===== src/rtl/elt_pkg.sv =====
package elt_pkg;
  typedef enum logic {
    LVL_OFF = 1'b0,
    LVL_ON  = 1'b1
  } lvl_e;
endpackage


===== src/rtl/elt_rst_sync.sv =====
module elt_rst_sync (
  input  logic clk_i,
  input  logic arst_ni,
  output logic rst_no
);
  logic [1:0] stage_q;

  always_ff @(posedge clk_i or negedge arst_ni) begin
    if (!arst_ni) stage_q <= 2'b00;
    else          stage_q <= {stage_q[0], 1'b1};
  end

  assign rst_no = stage_q[1];
endmodule


===== src/rtl/elt_channel.sv =====
module elt_channel
  import elt_pkg::*;
#(
  parameter int unsigned CNT_W = 16
) (
  input  logic             clk_i,
  input  logic             rst_ni,
  input  logic             cmp_hi_i,
  input  logic             cmp_lo_i,
  input  logic [CNT_W-1:0] qual_ticks_i,
  input  logic             clr_i,
  output logic             latch_o
);
  lvl_e             lvl_q, lvl_d;
  logic [CNT_W-1:0] cnt_q, cnt_d;
  logic [CNT_W:0]   cnt_inc;
  logic             latch_q, latch_d;
  logic             evt;

  assign cnt_inc = {1'b0, cnt_q} + (CNT_W+1)'(1);

  // hysteresis and width qualification
  always_comb begin
    lvl_d = lvl_q;
    cnt_d = cnt_q;
    if (lvl_q == LVL_OFF) begin
      if (cmp_hi_i) begin
        if (cnt_inc >= {1'b0, qual_ticks_i}) begin
          lvl_d = LVL_ON;
          cnt_d = '0;
        end else begin
          cnt_d = cnt_inc[CNT_W-1:0];
        end
      end else begin
        cnt_d = '0;
      end
    end else begin
      cnt_d = '0;
      if (cmp_lo_i) lvl_d = LVL_OFF;
    end
  end

  assign evt = (lvl_q == LVL_OFF) && (lvl_d == LVL_ON);

  // latch: while set, only an acknowledge may change it
  always_comb begin
    if (latch_q) latch_d = ~clr_i;
    else         latch_d = evt;
  end

  always_ff @(posedge clk_i or negedge rst_ni) begin
    if (!rst_ni) begin
      lvl_q   <= LVL_OFF;
      cnt_q   <= '0;
      latch_q <= 1'b0;
    end else begin
      lvl_q   <= lvl_d;
      cnt_q   <= cnt_d;
      latch_q <= latch_d;
    end
  end

  assign latch_o = latch_q;

  p_rise_on_edge_r1: assert property (@(posedge clk_i) disable iff (!rst_ni)
    $rose(latch_q) |-> (lvl_q == LVL_ON && $past(lvl_q) == LVL_OFF));

  p_off_when_low_r2: assert property (@(posedge clk_i) disable iff (!rst_ni)
    (lvl_q == LVL_ON && cmp_lo_i) |=> (lvl_q == LVL_OFF));

  p_on_needs_high_r3: assert property (@(posedge clk_i) disable iff (!rst_ni)
    (lvl_q == LVL_ON && $past(lvl_q) == LVL_OFF) |-> $past(cmp_hi_i));

  p_hold_locked_r4: assert property (@(posedge clk_i) disable iff (!rst_ni)
    (latch_q && !clr_i) |=> latch_q);

  p_ack_clears_r7: assert property (@(posedge clk_i) disable iff (!rst_ni)
    clr_i |=> !latch_q);
endmodule


===== src/rtl/elt_report_sr.sv =====
module elt_report_sr #(
  parameter int unsigned N = 16
) (
  input  logic         clk_i,
  input  logic         rst_ni,
  input  logic [N-1:0] par_i,
  input  logic         load_i,
  input  logic         shift_i,
  output logic         sdo_o
);
  logic [N-1:0] sr_q, sr_d;

  always_comb begin
    sr_d = sr_q;
    if (load_i)       sr_d = par_i;
    else if (shift_i) sr_d = {sr_q[N-2:0], 1'b0};
  end

  always_ff @(posedge clk_i or negedge rst_ni) begin
    if (!rst_ni) sr_q <= '0;
    else         sr_q <= sr_d;
  end

  assign sdo_o = sr_q[N-1];

  p_load_snapshot_r6: assert property (@(posedge clk_i) disable iff (!rst_ni)
    load_i |=> (sdo_o == $past(par_i[N-1])));
endmodule


===== src/rtl/elt_echo_sr.sv =====
module elt_echo_sr #(
  parameter int unsigned N = 16
) (
  input  logic         clk_i,
  input  logic         rst_ni,
  input  logic         sdi_i,
  input  logic         shift_i,
  input  logic         apply_i,
  input  logic [N-1:0] latched_i,
  output logic [N-1:0] clr_o
);
  localparam int unsigned CW = $clog2(N + 1);
  localparam logic [CW-1:0] FULL = CW'(N);

  logic [N-1:0]  sr_q, sr_d;
  logic [CW-1:0] cnt_q, cnt_d;
  logic          full;

  assign full = (cnt_q == FULL);

  always_comb begin
    sr_d  = sr_q;
    cnt_d = cnt_q;
    if (shift_i) begin
      sr_d = {sr_q[N-2:0], sdi_i};
      if (!full) cnt_d = cnt_q + CW'(1);
    end
    if (apply_i) cnt_d = '0;
  end

  always_ff @(posedge clk_i or negedge rst_ni) begin
    if (!rst_ni) begin
      sr_q  <= '0;
      cnt_q <= '0;
    end else begin
      sr_q  <= sr_d;
      cnt_q <= cnt_d;
    end
  end

  // returned bit 0 acknowledges; only latched channels accept it
  assign clr_o = (apply_i && full) ? (~sr_q & latched_i) : '0;

  p_partial_no_clear_r8: assert property (@(posedge clk_i) disable iff (!rst_ni)
    (apply_i && cnt_q < FULL) |-> (clr_o == '0));

  p_apply_restarts_r8: assert property (@(posedge clk_i) disable iff (!rst_ni)
    apply_i |=> (cnt_q == '0));
endmodule


===== src/rtl/evt_latch_top.sv =====
module evt_latch_top #(
  parameter int unsigned NCH   = 16,
  parameter int unsigned CNT_W = 16
) (
  input  logic             clk_i,
  input  logic             rst_ni,
  input  logic [NCH-1:0]   cmp_hi_i,
  input  logic [NCH-1:0]   cmp_lo_i,
  input  logic [CNT_W-1:0] qual_ticks_i,
  input  logic             rpt_load_i,
  input  logic             rpt_shift_i,
  output logic             rpt_sdo_o,
  input  logic             echo_sdi_i,
  input  logic             echo_shift_i,
  input  logic             echo_apply_i
);
  logic           rst_sync_n;
  logic [NCH-1:0] latch_vec;
  logic [NCH-1:0] clr_vec;

  elt_rst_sync u_rst (
    .clk_i   (clk_i),
    .arst_ni (rst_ni),
    .rst_no  (rst_sync_n)
  );

  for (genvar g = 0; g < NCH; g++) begin : g_ch
    elt_channel #(.CNT_W(CNT_W)) u_ch (
      .clk_i        (clk_i),
      .rst_ni       (rst_sync_n),
      .cmp_hi_i     (cmp_hi_i[g]),
      .cmp_lo_i     (cmp_lo_i[g]),
      .qual_ticks_i (qual_ticks_i),
      .clr_i        (clr_vec[g]),
      .latch_o      (latch_vec[g])
    );
  end

  elt_report_sr #(.N(NCH)) u_rpt (
    .clk_i   (clk_i),
    .rst_ni  (rst_sync_n),
    .par_i   (latch_vec),
    .load_i  (rpt_load_i),
    .shift_i (rpt_shift_i),
    .sdo_o   (rpt_sdo_o)
  );

  elt_echo_sr #(.N(NCH)) u_echo (
    .clk_i     (clk_i),
    .rst_ni    (rst_sync_n),
    .sdi_i     (echo_sdi_i),
    .shift_i   (echo_shift_i),
    .apply_i   (echo_apply_i),
    .latched_i (latch_vec),
    .clr_o     (clr_vec)
  );

  p_clear_only_latched_r7: assert property (@(posedge clk_i) disable iff (!rst_sync_n)
    (clr_vec & ~latch_vec) == '0);
endmodule


===== config.mk =====
export PLATFORM = sky130hd
export DESIGN_NAME = evt_latch_top
export DESIGN_NICKNAME = d
export VERILOG_FILES = /design/src/rtl/elt_pkg.sv /design/src/rtl/elt_rst_sync.sv /design/src/rtl/elt_channel.sv /design/src/rtl/elt_report_sr.sv /design/src/rtl/elt_echo_sr.sv /design/src/rtl/evt_latch_top.sv
export SDC_FILE = /design/constraint.sdc
export NUM_CORES = 1
export LEC_CHECK = 0
export BUFFER_PORTS_ARGS = -buffer_cell sky130_fd_sc_hd__clkbuf_2
export CAP_MARGIN = 30
export CORE_ASPECT_RATIO = 0.9
export CORE_UTILIZATION = 40
export CTS_BUF_LIST = sky130_fd_sc_hd__clkbuf_8
export DETAILED_ROUTE_END_ITERATION = 16
export PLACE_DENSITY = 0.6
export SLEW_MARGIN = 25
export SYNTH_ARGS = -nofsm -noshare
export SYNTH_HDL_FRONTEND = slang
export SYNTH_SLANG_ARGS = --single-unit
export TNS_END_PERCENT = 20

===== constraint.sdc =====
create_clock -name clk_i -period 28.4 [get_ports clk_i]
set_input_delay 5.68 -clock clk_i [delete_from_list [all_inputs] [get_ports clk_i]]
set_output_delay 5.68 -clock clk_i [all_outputs]
set_load 0.005 [all_outputs]

# ---- After elaboration in Yosys (flattened, before gate mapping)
# Index checks and enable logic that the tools add are counted.
dict set report op_classes {
  n_mux 134
  add_sub_neg 17
  bitwise 34
  eq_ne 2
  reduce_logical 20
  n_lt_le_gt_ge 16
}
# cell count
set ops {}
lappend ops {{2-to-1 mux 16 bit} 51}
lappend ops {{adder 16 x 1 -> 17 bit (second input constant)} 16}
lappend ops {{greater-or-equal comparator 17 x 16 -> 1 bit} 16}
lappend ops {{2-to-1 mux 1 bit} 80}
lappend ops {{NOT 1 bit} 32}
lappend ops {{logical AND 1 bit} 17}
lappend ops {{AND 16 bit} 1}
lappend ops {{NOT 16 bit} 1}
lappend ops {{2-to-1 mux 5 bit} 3}
lappend ops {{adder 5 x 1 -> 5 bit (second input constant)} 1}
lappend ops {{== test 5 bit (second input constant)} 1}
lappend ops {{nonzero test 2 bit} 2}
lappend ops {{!= test 2 bit (second input constant)} 1}
lappend ops {{AND reduction 2 bit} 1}
dict set report word_totals {
  reg_bits 327
  out_inout_bits 1
  input_bits 55
  wordCells 275
}

# ---- Logic depth before layout (Yosys ltp)
# Gate-level depths: netlist of run 1.
dict set report depth {
  ltp_word 7
  ltp_mapped 14
}

# ---- Hierarchy
# A second synthesis of run 1 with hierarchy kept.
dict set report hier_totals {
  hier_cells 2408
  area_unflattened_um2 24069.3
}
# mod area_per_inst_um2 seq_area_each_um2 n_inst cells_each
set by_module_without_submodules {}
lappend by_module_without_submodules {elt_channel 1387.6 450.4 16 141}
lappend by_module_without_submodules {elt_echo_sr 1072.3 525.5 1 80}
lappend by_module_without_submodules {elt_report_sr 742.0 400.4 1 69}
lappend by_module_without_submodules {elt_rst_sync 53.8 50.0 1 3}

# ---- Least setup slack after synthesis of run 1
# No wires, ideal clock.
dict set report synth_path {
  kind {input to register}
  from {input port qual_ticks_i[6]}
  to {register g_ch[6].u_ch.cnt_q[11]}
  required_ns 28.331
  arrival_ns 7.987
  slack_ns 20.344
  stages 9
  setup_time_ns 0.069
  path_cell_list {inv_1 ha_1 a21o_1 a21o_1 a221o_1 a221o_1 or4_4 buf_6 nor2b_2}
}
dict set report synth_via {
  elab_chain_cells 4
}
# element line
set synth_rtl {}
lappend synth_rtl {{from (decl)} evt_latch_top.sv:9} ;# input logic [CNT_W-1:0] qual_ticks_i,
lappend synth_rtl {{greater-or-equal comparator 17 x 16 -> 1 bit} elt_channel.sv:28} ;# if (cnt_inc >= {1'b0, qual_ticks_i}) begin
lappend synth_rtl {{2-to-1 mux 16 bit} elt_channel.sv:28}
lappend synth_rtl {{2-to-1 mux 16 bit} elt_channel.sv:27} ;# if (cmp_hi_i) begin
lappend synth_rtl {{2-to-1 mux 16 bit} elt_channel.sv:26} ;# if (lvl_q == LVL_OFF) begin
lappend synth_rtl {{via g_ch[6].u_ch.cnt_d[11]} elt_channel.sv:15} ;# logic [CNT_W-1:0] cnt_q, cnt_d;
lappend synth_rtl {{to (signal assigned)} elt_channel.sv:58} ;# cnt_q <= cnt_d;
lappend synth_rtl {{to (decl)} elt_channel.sv:15}
# The timed path passes the listed nets, and every way through them passes these cells.
# A chain may end at the register's enable or synchronous reset.

# ---- Final worst setup path of run 1
dict set report layout_path {
  from {input port qual_ticks_i[6]}
  to {register g_ch[4].u_ch.cnt_q[11]}
}
dict set report layout_via {
  elab_chain_cells 4
}
# element line
set layout_rtl {}
lappend layout_rtl {{greater-or-equal comparator 17 x 16 -> 1 bit} elt_channel.sv:28}
lappend layout_rtl {{2-to-1 mux 16 bit} elt_channel.sv:28}
lappend layout_rtl {{2-to-1 mux 16 bit} elt_channel.sv:27}
lappend layout_rtl {{2-to-1 mux 16 bit} elt_channel.sv:26}
lappend layout_rtl {{via g_ch[4].u_ch.cnt_d[11]} elt_channel.sv:15}
lappend layout_rtl {{to (signal assigned)} elt_channel.sv:58}
lappend layout_rtl {{to (decl)} elt_channel.sv:15}
# The timed path passes the listed nets, and every way through them passes these cells.

==> results.tsv, run 1 <==
stage	metric	value	unit
die	starting density of the core	40.8	%
synth	synthesis warning total	0	
sta	FMAX	0.130	GHz
pwr	Leak	11.7	nW
cts	Root Driver	clkbuf_8	
synth	most frequent cells after synthesis	dfrtp_1, ha_1, nor2b_1, xnor2_1, nand2_1	
worst_setup_path	Worst EP arrival	8250	ps
worst_setup_path	CP Launch Type	input port	
sta	Tcrit/Tclk final	27.1	%
sta	Period minus WS final	7690	ps
drt	ANT nets after route	0	
sta	RSZ-0062 raised after global routing	no	
die	core area	50700	um^2
pwr	Net Switching	0.000279	W
place	Port Buffer Count	55	
synth	number of synthesized register bits	327	
cts	Clock Sinks	327	
drt	Initial DRC Count	850	
run_status	outcome	completed	
hold_path	Hold Path Class	reg2async	
die	Die ar.	52600	um^2
cells_and_area	Sequential Area	8190	um^2
die	Die Span X	242	um
sta	Worst-Margin Slew	924	ps
synth	Gate Count Post-Synth	2084	
sta	Final Hold Vio Count	0	
die	die height	218	um
synth	synthesized area	20700	um^2
cells_and_area	layout cells sized above 1	8.69	%
worst_setup_path	Worst setup EP type	flip-flop	
worst_setup_path	Worst Path Max Fanout	16	
synth	ys flop type	dfrtp_1	
drt	drt via density	5.29	
drt	DRC	0	
place	GPL Wtd Cong	0.816	
cells_and_area	Nets	2526	
sta	Clock Skew	17.6	ps
cts	post-CTS sizing	0	
synth	top cells by area, synth	dfrtp_1, ha_1, nor2b_1, xnor2_1, xor2_1	
worst_setup_path	crit path kind	in2reg	
drt	TritonRoute pass-1 iters	6	
cts	clock slew seen by the registers of the worst setup and hold paths	60	ps
drt	Total Wirelength	50100	um
global_route	initial antenna violation count	0	
sta	aggregate negative setup slack	0	ps
drt	wire length per cell	17.2	um
cells_and_area	Multi-input gate area	12100	um^2
run	Max-Cap Viols	0	
cts	Post-CTS Hold Fix Bufs	0	
pwr	P per Cell Area	45.0	nW/um^2
global_route	vias in the first global route	15800	
cts	CTS tree	built	
synth	Post-synth EDFFs	0	
pwr	switch share	26.8	%
pwr	Clock Power Share	42.7	%
synth	register area share after synthesis	39.6	%
synth	Post-Syn Area per Cell	9.93	um^2
worst_setup_path	Critical Path RT	28960	ps
global_route	largest net degree at the start of global routing	167	
drt	via count	15500	
cts	number of buffers created by CTS	59	
synth	post-synth cell types	65	
cells_and_area	area growth from synthesis to layout	11.5	%
pwr	worst vdd ir	0.0300	mV
cts	clk_lat worst skew	660	ps
sta	final setup fails	0	
sta	Slew Limit Fails	0	
sta	Hold Slack	252	ps
synth	async set-or-reset flop fraction in the synthesized netlist	100	%
pwr	Int Pwr	0.000760	W
die	# IOs	56	
pwr	Seq pwr share	47.8	%
synth	syn_nets	2413	
sta	slew margin rel.	38.4	%
pwr	Combinational Power Share	9.4	%
global_route	first-pass GRT wire length	82700	um
cts	Clock Path Buffers	3	
die	FP Rows	78	
synth	area share of the largest cell type after synthesis	39.6	%
cts	Clock H-tree levels	2	
global_route	total grt overflow	0	
global_route	Tot GR Track Use	19.7	%
place	final HPWL from detailed placement	33700	um
synth	cell with the most instances after synthesis	dfrtp_1	
cells_and_area	Ant. Diodes	0	
cells_and_area	filler cell count in the final layout	4822	
cts	postcts setup bufs	0	
synth	dominant cell type by area after synthesis	dfrtp_1	
## layer usage
metal | up-vias | track usage, % | routed length [um]
li1 | 7637 | - | -
met1 | 7526 | 26.0 | 23700
met2 | 216 | 33.4 | 23500
met3 | 75 | 2.92 | 1710
met4 | 0 | 5.53 | 1240
met5 | - | 0 | 0
## path summary, 6_finish.rpt
check                                 startpoint                      to  slack, ps  depth (start not counted)
setup / recovery                 qual_ticks_i[6]  g_ch[4].u_ch.cnt_q[11]      20710                         10
setup reg to reg           g_ch[3].u_ch.cnt_q[0]   g_ch[3].u_ch.cnt_q[4]      24520                         13
hold / removal                  u_rst.stage_q[1]      g_ch[3].u_ch.lvl_q        250                          0
min in group clk_i              u_rst.stage_q[0]        u_rst.stage_q[1]        350                          0
hold reg to reg                 u_rst.stage_q[1]      g_ch[3].u_ch.lvl_q        250                          0
max in group asynchronous                 rst_ni        u_rst.stage_q[1]      23490                          1
## final cells by class
type	count	share of cell area [%]
clock buffers	74	4.41
flip-flops and latches	327	35.5
repair buffers	78	1.99
multi-input cells	1656	52.5
clock inverters	33	0.694
inverters	75	1.22
well taps	680	3.69
## critical path, cell delays in order
cell and delay, ps:
clkbuf_2 80, inv_1 40, buf_4 340, ha_1 320, a21o_1 180, a211oi_1 220, o21ai_0 100, o21ai_0 310
nand4_1 670, nor2b_1 300
## stage by stage
| step | setup WS [ps] | power [W] | std cells | area (um^2) | utilization (%) |
|---|---|---|---|---|---|
| after floorplan | 18610 | 0.000565 | 2084 | 20700 | - |
| after global placement | 20050 | 0.000599 | 2812 | 21900 | 43.1 |
| after detailed placement | 20040 | 0.000604 | 2815 | 21900 | 43.1 |
| after CTS | 20740 | 0.00106 | 2922 | 23100 | 45.4 |
| after global routing | 20460 | 0.00109 | 2923 | 23100 | 45.5 |
| final | 20710 | 0.00104 | 2923 | 23100 | 45.5 |
## cells by family after synthesis
logic type               Yosys count  synth area share, %
XOR/XNOR                         228                 9.65
adder cells (fa/ha/maj)          274                 16.6
AO/OA/AOI/OAI                    287                 8.90
buffers and inverters            101                 1.87
other                              1               0.0181
multiplexers                      33                 1.69
AND/OR/NAND/NOR                  833                 21.7
flip-flops                       327                 39.6
## power by group through the flow
stage / Clock (W) / Sequential [W] / Combinational (W)
2_1_floorplan: 0 / 0.000506 / 0.0000596
6_report: 0.000444 / 0.000497 / 0.0000981
3_3_place_gp: 0 / 0.000505 / 0.0000948
5_1_grt: 0.000482 / 0.000499 / 0.000112
3_5_place_dp: 0 / 0.000505 / 0.0000989
4_1_cts: 0.000460 / 0.000497 / 0.0000995
## registers in the layout, summed over array words and instances, names as in the netlist
register / flops
g_ch.u_ch.cnt_q: 256
g_ch.u_ch.latch_o: 16
g_ch.u_ch.lvl_q: 16
u_echo.sr_q: 16
u_rpt.sr_q: 16
u_echo.cnt_q: 5
u_rst.stage_q: 2
## layout by cell type (no fill, tap or decap), drive strengths merged, types with 8 or more instances in the layout
cell type  netlist  routed
o21ai           77      77
ha             274     274
mux2            16      16
inv             75      99
xor2            82      82
nor2b          231     231
dfrtp          327     327
and3            67      67
nand4           65      65
clkbuf          24     129
nor2           128     128
nand3          122     122
mux2i           17      17
nor3            21      21
a21oi           73      73
and4            30      30
o31ai            9       9
clkinv           0       8
a211oi           9       9
buf              2      23
a21o            37      37
xnor2          146     146
nand2b           8       8
nand2          136     136
Note: power is estimated with default switching activity, not from simulation.
==> run 2, diff against run 1 <==
--- a/config.mk
+++ b/config.mk
@@ -5,6 +5,7 @@
 export SDC_FILE = /design/constraint.sdc
 export NUM_CORES = 1
 export LEC_CHECK = 0
+export ABC_AREA = 1
 export BUFFER_PORTS_ARGS = -buffer_cell sky130_fd_sc_hd__clkbuf_2
 export CAP_MARGIN = 30
 export CORE_ASPECT_RATIO = 0.9
==> constraint.sdc (replaced) <==
create_clock -name clk_i -period 7.8 [get_ports clk_i]
set_input_delay 1.56 -clock clk_i [delete_from_list [all_inputs] [get_ports clk_i]]
set_output_delay 1.56 -clock clk_i [all_outputs]
set_load 0.005 [all_outputs]
==> results.tsv, run 2 <==
stage	metric	value	unit	change
worst_setup_path	Critical Path RT	8370	ps	-20590 ps
drt	Total Wirelength	54100	um	+7.9%
synth	main combinational cell family by area after synthesis	simple AND/OR/NAND/NOR gates		
cts	Clock H-tree levels	2		unchanged
worst_setup_path	Worst Path Max Fanout	16		unchanged
cts	clock slew seen by the registers of the worst setup and hold paths	60	ps	about the same
synth	register area share after synthesis	36.0	%	-3.5 points
drt	via count	18300		+18%
pwr	P per Cell Area	151	nW/um^2	+240%
pwr	Net Switching	0.00107	W	+280%
pwr	Seq pwr share	46.9	%	-0.9 points
sta	Worst-Margin Slew	827	ps	-96.7 ps
worst_setup_path	Slowest-stage cell, CP	nand4_1		
die	FP Rows	82		+5.1%
cells_and_area	final cell count without fillers	3918		+34%
pwr	worst vdd ir	0.105	mV	+250%
worst_setup_path	most frequent cell on the critical path	nand2_1		
cts	number of buffers created by CTS	59		unchanged
pwr	Combinational Power Share	9.9	%	+0.5 points
sta	FMAX	0.287	GHz	
global_route	first-pass GRT wire length	90500	um	+9.5%
cells_and_area	commonest non-fill, non-tap cell in the layout	nand2_1		
global_route	Tot GR Track Use	19.6	%	-0.031 points
synth	cell with the most instances after synthesis	nand2_1		
synth	async set-or-reset flop fraction in the synthesized netlist	100	%	unchanged
die	starting density of the core	40.6	%	-0.15 points
synth	number of synthesized register bits	327		unchanged
cts	Clock Path Buffers	3		unchanged
synth	most frequent cells after synthesis	nand2_1, inv_1, nor2_1, dfrtp_1, ha_1		
synth	Adder-Cell Fraction of Synth Area	15.1	%	-1.5 points
synth	Post-synth EDFFs	0		unchanged
drt	TritonRoute pass-1 iters	5		-1
sta	Tcrit/Tclk final	44.7	%	
run	Max-Cap Viols	0		unchanged
synth	Gate Count Post-Synth	3009		+44%
cts	postcts setup bufs	0		unchanged
place	Port Buffer Count	55		unchanged
sta	RSZ-0062 raised after global routing	no		
pwr	Leak	14.2	nW	+22%
global_route	vias in the first global route	18100		+15%
synth	ys flop type	dfrtp_1		
cts	Root Driver	clkbuf_8		
sta	Clock Skew	21.9	ps	+4.33 ps
place	GPL Wtd Cong	0.830		+1.8%
worst_setup_path	crit path kind	reg2reg		
cells_and_area	most frequent cells in the layout	nand2_1, inv_1, nor2_1, dfrtp_1, ha_1		
worst_setup_path	cell family with most CP delay	simple AND/OR/NAND/NOR gates		
drt	ANT nets after route	0		unchanged
cells_and_area	largest register by flop count	g_ch.u_ch.cnt_q		
cts	Clock Sinks	327		unchanged
global_route	total grt overflow	0		unchanged
global_route	initial antenna violation count	1		+1
pwr	Clock Power Share	43.2	%	+0.5 points
cts	CTS tree	built		
hold_path	Hold Path Class	reg2async		
pwr	switch share	28.1	%	+1.2 points
sta	Period minus WS final	3490	ps	
worst_setup_path	CP bufs+invs	1		-2
place	placed cells	3812		+35%
sta	slew margin rel.	44.9	%	+6.4 points
drt	drt via density	4.66		-12%
cells_and_area	filler cell count in the final layout	5684		+18%
synth	syn_nets	3338		+38%
cts	Post-CTS Hold Fix Bufs	0		unchanged
worst_setup_path	CP peak stage delay	570	ps	-100 ps
pwr	Int Pwr	0.00273	W	+260%
die	Die ar.	57700	um^2	+9.7%
place	final HPWL from detailed placement	37700	um	+12%
synth	top cells by area, synth	dfrtp_1, ha_1, nand2_1, inv_1, nor2_1		
cells_and_area	max reg flops	256		unchanged
sta	aggregate negative setup slack	0	ps	unchanged
drt	DRC	0		unchanged
cells_and_area	Multi-input gate area	12300	um^2	+1.2%
synth	synthesis warning total	0		unchanged
synth	mux contribution to synthesized area	0	%	-1.7 points
synth	synthesized area	22700	um^2	+9.8%
synth	Post-Syn Area per Cell	7.55	um^2	-24%
cells_and_area	Layout Utilization	44.9	%	-0.53 points
synth	fraction of the mapped netlist area in simple logic gates	26.9	%	+5.1 points
die	# IOs	56		unchanged
cells_and_area	Sequential Area	8190	um^2	unchanged
sta	final setup fails	0		unchanged
synth	post-synth cell types	47		-28%
worst_setup_path	CP Launch Type	flip-flop		
cells_and_area	Nets	3447		+36%
synth	post-synthesis compound-gate area fraction	5.92	%	-3.0 points
drt	Initial DRC Count	777		-8.6%
cells_and_area	layout cells sized above 1	7.75	%	-0.94 points
drt	wire length per cell	13.8	um	-20%
global_route	largest net degree at the start of global routing	69		-59%
synth	area share of the largest cell type after synthesis	36.0	%	-3.5 points
sta	Final Hold Vio Count	0		unchanged
cts	post-CTS sizing	0		unchanged
run_status	outcome	completed		
worst_setup_path	Worst setup EP type	flip-flop		
worst_setup_path	Worst EP arrival	4050	ps	-4200 ps
worst_setup_path	worst path cell trace	ha_1, nand2_1, nor2_1, nand2_1, nor3_1, nand4_1, xor2_1, inv_1, ha_1, nand2_1, nor3_1, and2_1, nand2_1, nand4_1, nor2_1		
die	die height	228	um	+4.7%
synth	Post-Synth XOR/XNOR Area	6.09	%	-3.6 points
synth	dominant cell type by area after synthesis	dfrtp_1		
die	core area	55900	um^2	+10%
cts	clk_lat worst skew	670	ps	about the same
cells_and_area	area growth from synthesis to layout	10.6	%	
die	Die Span X	253	um	+4.7%
sta	Slew Limit Fails	0		unchanged
run 2: cell types whose count changed in the layout (fill, tap and decap cells not counted), moves of 26 or more:
cell and delta:
inv_1 +478, nand2_1 +462, nor2_1 +358, nor2b_1 -223
xnor2_1 -124, and3_1 -64, xor2_1 +54, nor3_1 +35
a21o_1 -33, and4_1 -30, a21oi_1 +27, nor2_2 +26
run 2: stage by stage:
| step | hold slack, ps | power [W] | instance area [um^2] | worst slack (ps) |
|---|---|---|---|---|
| after global routing | 279 | 0.00400 | 25100 | 3950 |
| after floorplan | 331 | 0.00206 | 22700 | 2450 |
| final | 238 | 0.00380 | 25100 | 4310 |
| after global placement | 255 | 0.00219 | 23900 | 3980 |
| after CTS | 255 | 0.00387 | 25100 | 4310 |
| after detailed placement | 253 | 0.00220 | 23900 | 3940 |
run 2: worst paths after layout:
check | startpoint | depth (start not counted) | end | slack [ps]
max | g_ch[12].u_ch.cnt_q[0] | 15 | g_ch[12].u_ch.cnt_q[4] | 4310
min in group clk_i | u_rst.stage_q[0] | 0 | u_rst.stage_q[1] | 350
min | u_rst.stage_q[1] | 0 | g_ch[10].u_ch.cnt_q[9] | 240
max reg2reg | g_ch[12].u_ch.cnt_q[0] | 15 | g_ch[12].u_ch.cnt_q[4] | 4310
min reg2reg | u_rst.stage_q[1] | 0 | g_ch[10].u_ch.cnt_q[9] | 240
max in group asynchronous | u_rst.stage_q[1] | 3 | g_ch[1].u_ch.cnt_q[14] | 5960
run 2: power groups by stage:
stage                     registers [W]  logic (W)  clock network (W)
final                           0.00178   0.000375            0.00164
after CTS                       0.00178   0.000382            0.00170
after detailed placement        0.00181   0.000381                  0
after global placement          0.00181   0.000377                  0
after floorplan                 0.00182   0.000238                  0
after global routing            0.00179   0.000444            0.00176
run 2: layout make-up:
class	count	area share (%)
Sequential cell	327	32.6
Multi-Input combinational cell	2092	48.8
Tap cell	756	3.76
Clock buffer	69	3.78
Inverter	562	8.40
Clock inverter	35	0.876
Timing Repair Buffer	76	1.80
Antenna cell	1	0.00996
run 2: worst reg2reg max path: stages (launching register included):
cell and delay [ps]:
dfrtp_1 410, ha_1 190, nand2_1 60, nor2_1 290
nand2_1 150, nor3_1 270, nand4_1 160, xor2_1 260
inv_1 80, ha_1 290, nand2_1 90, nor3_1 60
and2_1 130, nand2_1 80, nand4_1 570, nor2_1 300
run 2: logic make-up after synthesis:
kind of cell,count (synthesis)
AOI/OAI and AO/OA,238
buffers and inverters,590
DFF,327
xor gates and xnor gates,158
adders and majority gates,274
and+or+nand+nor,1421
other,1
run 2: layer usage:
metal  GRT usage (%)  vias to the layer above  wire [um]
met2            30.6                      228      23000
met5               0                        -          0
met3            2.52                       95       1740
met4            6.42                        0       1430
li1                -                     9704          -
met1            28.0                     8228      27900
==> run 3, diff against run 2 <==
--- a/config.mk
+++ b/config.mk
@@ -5,7 +5,7 @@
 export SDC_FILE = /design/constraint.sdc
 export NUM_CORES = 1
 export LEC_CHECK = 0
-export ABC_AREA = 1
+export ABC_AREA = 0
 export BUFFER_PORTS_ARGS = -buffer_cell sky130_fd_sc_hd__clkbuf_2
 export CAP_MARGIN = 30
 export CORE_ASPECT_RATIO = 0.9
==> constraint.sdc (replaced) <==
create_clock -name clk_i -period 3.4 [get_ports clk_i]
set_input_delay 0.68 -clock clk_i [delete_from_list [all_inputs] [get_ports clk_i]]
set_output_delay 0.68 -clock clk_i [all_outputs]
set_load 0.005 [all_outputs]
==> results.tsv, run 3 (same netlist as run 1, synthesis figures left out) <==
stage	metric	value	unit	change
sta	slew margin rel.	53.7	%	+8.8 points
cts	clock slew seen by the registers of the worst setup and hold paths	70	ps	about the same
drt	via count	15800		-13%
run_status	outcome	completed		
pwr	Seq pwr share	46.3	%	-0.6 points
sta	fin worst setup slack	105	ps	-4210 ps
worst_setup_path	Worst setup EP type	flip-flop		
cells_and_area	layout cells sized above 1	12.6	%	+4.9 points
worst_setup_path	Critical Path RT	3990	ps	-4380 ps
worst_setup_path	CP bufs+invs	0		-1
hold_path	Hold Path Class	in2reg		
worst_setup_path	Worst Path Max Fanout	8		-8
cells_and_area	largest register by flop count	g_ch.u_ch.cnt_q		
global_route	largest net degree at the start of global routing	83		+20%
pwr	Combinational Power Share	10.1	%	+0.2 points
global_route	Tot GR Track Use	20.2	%	+0.61 points
pwr	worst vdd ir	0.298	mV	+180%
global_route	first-pass GRT wire length	84800	um	-6.3%
cells_and_area	filler cell count in the final layout	4808		-15%
cts	number of buffers created by CTS	57		-3.4%
sta	Tcrit/Tclk final	96.9	%	+52 points
pwr	switch share	27.2	%	-0.82 points
cts	Root Driver	clkbuf_8		
place	final HPWL from detailed placement	37700	um	-0.11%
global_route	initial antenna violation count	1		unchanged
place	Post-Place Setup Slack	-10.0	ps	-3950 ps
cts	clk_lat worst skew	660	ps	about the same
cts	Clock Path Buffers	3		unchanged
die	die height	218	um	-4.5%
worst_setup_path	Worst EP arrival	3890	ps	-160 ps
sta	FMAX	0.304	GHz	+5.8%
die	# IOs	56		unchanged
sta	Period minus WS final	3290	ps	-190 ps
cts	Clock Sinks	327		unchanged
worst_setup_path	cell family with most CP delay	simple AND/OR/NAND/NOR gates		
sta	aggregate negative setup slack	0	ps	unchanged
worst_setup_path	CP Launch Type	flip-flop		
place	GPL Wtd Cong	0.856		+3.1%
pwr	Int Pwr	0.00651	W	+140%
cells_and_area	Multi-input gate area	12300	um^2	+0.25%
drt	DRC	0		unchanged
pwr	P per Cell Area	375	nW/um^2	+150%
place	Port Buffer Count	55		unchanged
sta	Worst-Margin Slew	695	ps	-132 ps
worst_setup_path	Slowest-stage cell, CP	or4_4		
cells_and_area	area growth from synthesis to layout	15.2	%	
cells_and_area	Final Instance Area	23800	um^2	-5.1%
die	Die ar.	52600	um^2	-8.8%
drt	ANT nets after route	0		unchanged
worst_setup_path	CP peak stage delay	600	ps	+30 ps
die	Die Span X	242	um	-4.5%
sta	final setup fails	0		unchanged
drt	Total Wirelength	52900	um	-2.1%
sta	Final Hold Vio Count	0		unchanged
die	core area	50700	um^2	-9.2%
run	Max-Cap Viols	0		unchanged
place	Post-DP Area	22400	um^2	-6.6%
die	FP Rows	78		-4.9%
cells_and_area	Sequential Area	8190	um^2	unchanged
die	starting density of the core	40.8	%	+0.15 points
cells_and_area	Ant. Diodes	0		-1
pwr	Leak	12.0	nW	-15%
drt	Initial DRC Count	780		+0.39%
worst_setup_path	crit path kind	reg2reg		
global_route	total grt overflow	0		unchanged
sta	RSZ-0062 raised after global routing	yes		
cells_and_area	max reg flops	256		unchanged
drt	wire length per cell	17.7	um	+28%
sta	Hold Slack	204	ps	-33.2 ps
sta	Slew Limit Fails	0		unchanged
drt	TritonRoute pass-1 iters	5		unchanged
cells_and_area	most frequent cells in the layout	dfrtp_1, ha_1, nor2b_1, xnor2_1, nand2_1		
worst_setup_path	worst path cell trace	ha_4, nand4_1, nor2_1, xor2_1, ha_1, a21o_1, a21o_1, a221o_1, a221o_1, or4_4, and2b_1		
cts	CTS tree	built		
sta	Clock Skew	21.1	ps	-0.866 ps
global_route	vias in the first global route	16000		-12%
pwr	Clock Power Share	43.6	%	+0.4 points
cts	Clock H-tree levels	2		unchanged
cells_and_area	Nets	2588		-25%
cells_and_area	commonest non-fill, non-tap cell in the layout	dfrtp_1		
drt	drt via density	5.30		+14%
pwr	Net Switching	0.00244	W	+130%
run 3: cell count changes in the layout (fill, tap and decap cells not counted), moves of 39 or more:
cell / delta
nor3_1: -39
nor2_1: -365
buf_4: +54
xor2_1: -54
and3_1: +63
nor2b_1: +223
xnor2_1: +122
inv_1: -490
nand2_1: -462
run 3: through the flow:
stage | utilization (%) | power (W) | instances
finish | 47.0 | 0.00895 | 2985
global route | 47.0 | 0.00939 | 2985
CTS | 46.5 | 0.00908 | 2970
detailed placement | 44.1 | 0.00511 | 2864
global placement | 44.1 | 0.00507 | 2864
floorplan | - | 0.00472 | 2084
run 3: power by group through the flow:
stage               combinational (W)  sequential (W)  clock (W)
finish                       0.000902         0.00415    0.00390
global route                  0.00102         0.00416    0.00421
CTS                          0.000904         0.00414    0.00404
detailed placement           0.000899         0.00421          0
global placement             0.000864         0.00421          0
floorplan                    0.000497         0.00422          0
run 3: what timing repair did:
| item | CTS | global route |
|---|---|---|
| gates cloned | 0 | 3 |
| hold buffers | 1 | 0 |
| buffers inserted | 0 | 12 |
| pin swaps | 0 | 15 |
| resized for setup | 2 | 31 |
| hold endpoints to repair | 2 | 0 |
| endpoints found under the setup margin | 20 | 127 |
run 3: final timing paths:
check,from,end,slack (ps),depth (start not counted)
hold reg to reg,u_rst.stage_q[1],g_ch[4].u_ch.cnt_q[13],300,0
setup reg to reg,g_ch[6].u_ch.cnt_q[1],g_ch[6].u_ch.cnt_q[5],110,11
min in group asynchronous,u_rst.stage_q[1],g_ch[4].u_ch.cnt_q[13],300,0
hold / removal,cmp_lo_i[7],g_ch[7].u_ch.lvl_q,200,2
setup / recovery,g_ch[6].u_ch.cnt_q[1],g_ch[6].u_ch.cnt_q[5],110,11
max in group asynchronous,u_rst.stage_q[1],g_ch[14].u_ch.cnt_q[11],2000,1
run 3: worst register-to-register path, cell delays in order, from the launching register on:
cell,delay (ps)
dfrtp_1,410
ha_4,170
nand4_1,160
nor2_1,180
xor2_1,210
ha_1,270
a21o_1,150
a21o_1,170
a221o_1,350
a221o_1,350
or4_4,600
and2b_1,220
run 3: cell type report:
type	count	share of cell area [%]
clock buffer	68	3.93
clock inverter	37	1.14
inverter	75	1.18
multi-input combinational	1659	51.6
sequential	327	34.3
tap	680	3.57
timing repair buffer	139	4.28
run 3: layer usage:
metal,vias up,GRT usage [%],wire length [um]
met5,-,0,0
met4,0,8.00,1940
met3,110,3.08,2050
met2,268,32.5,23700
met1,7678,27.4,25200
li1,7760,-,-
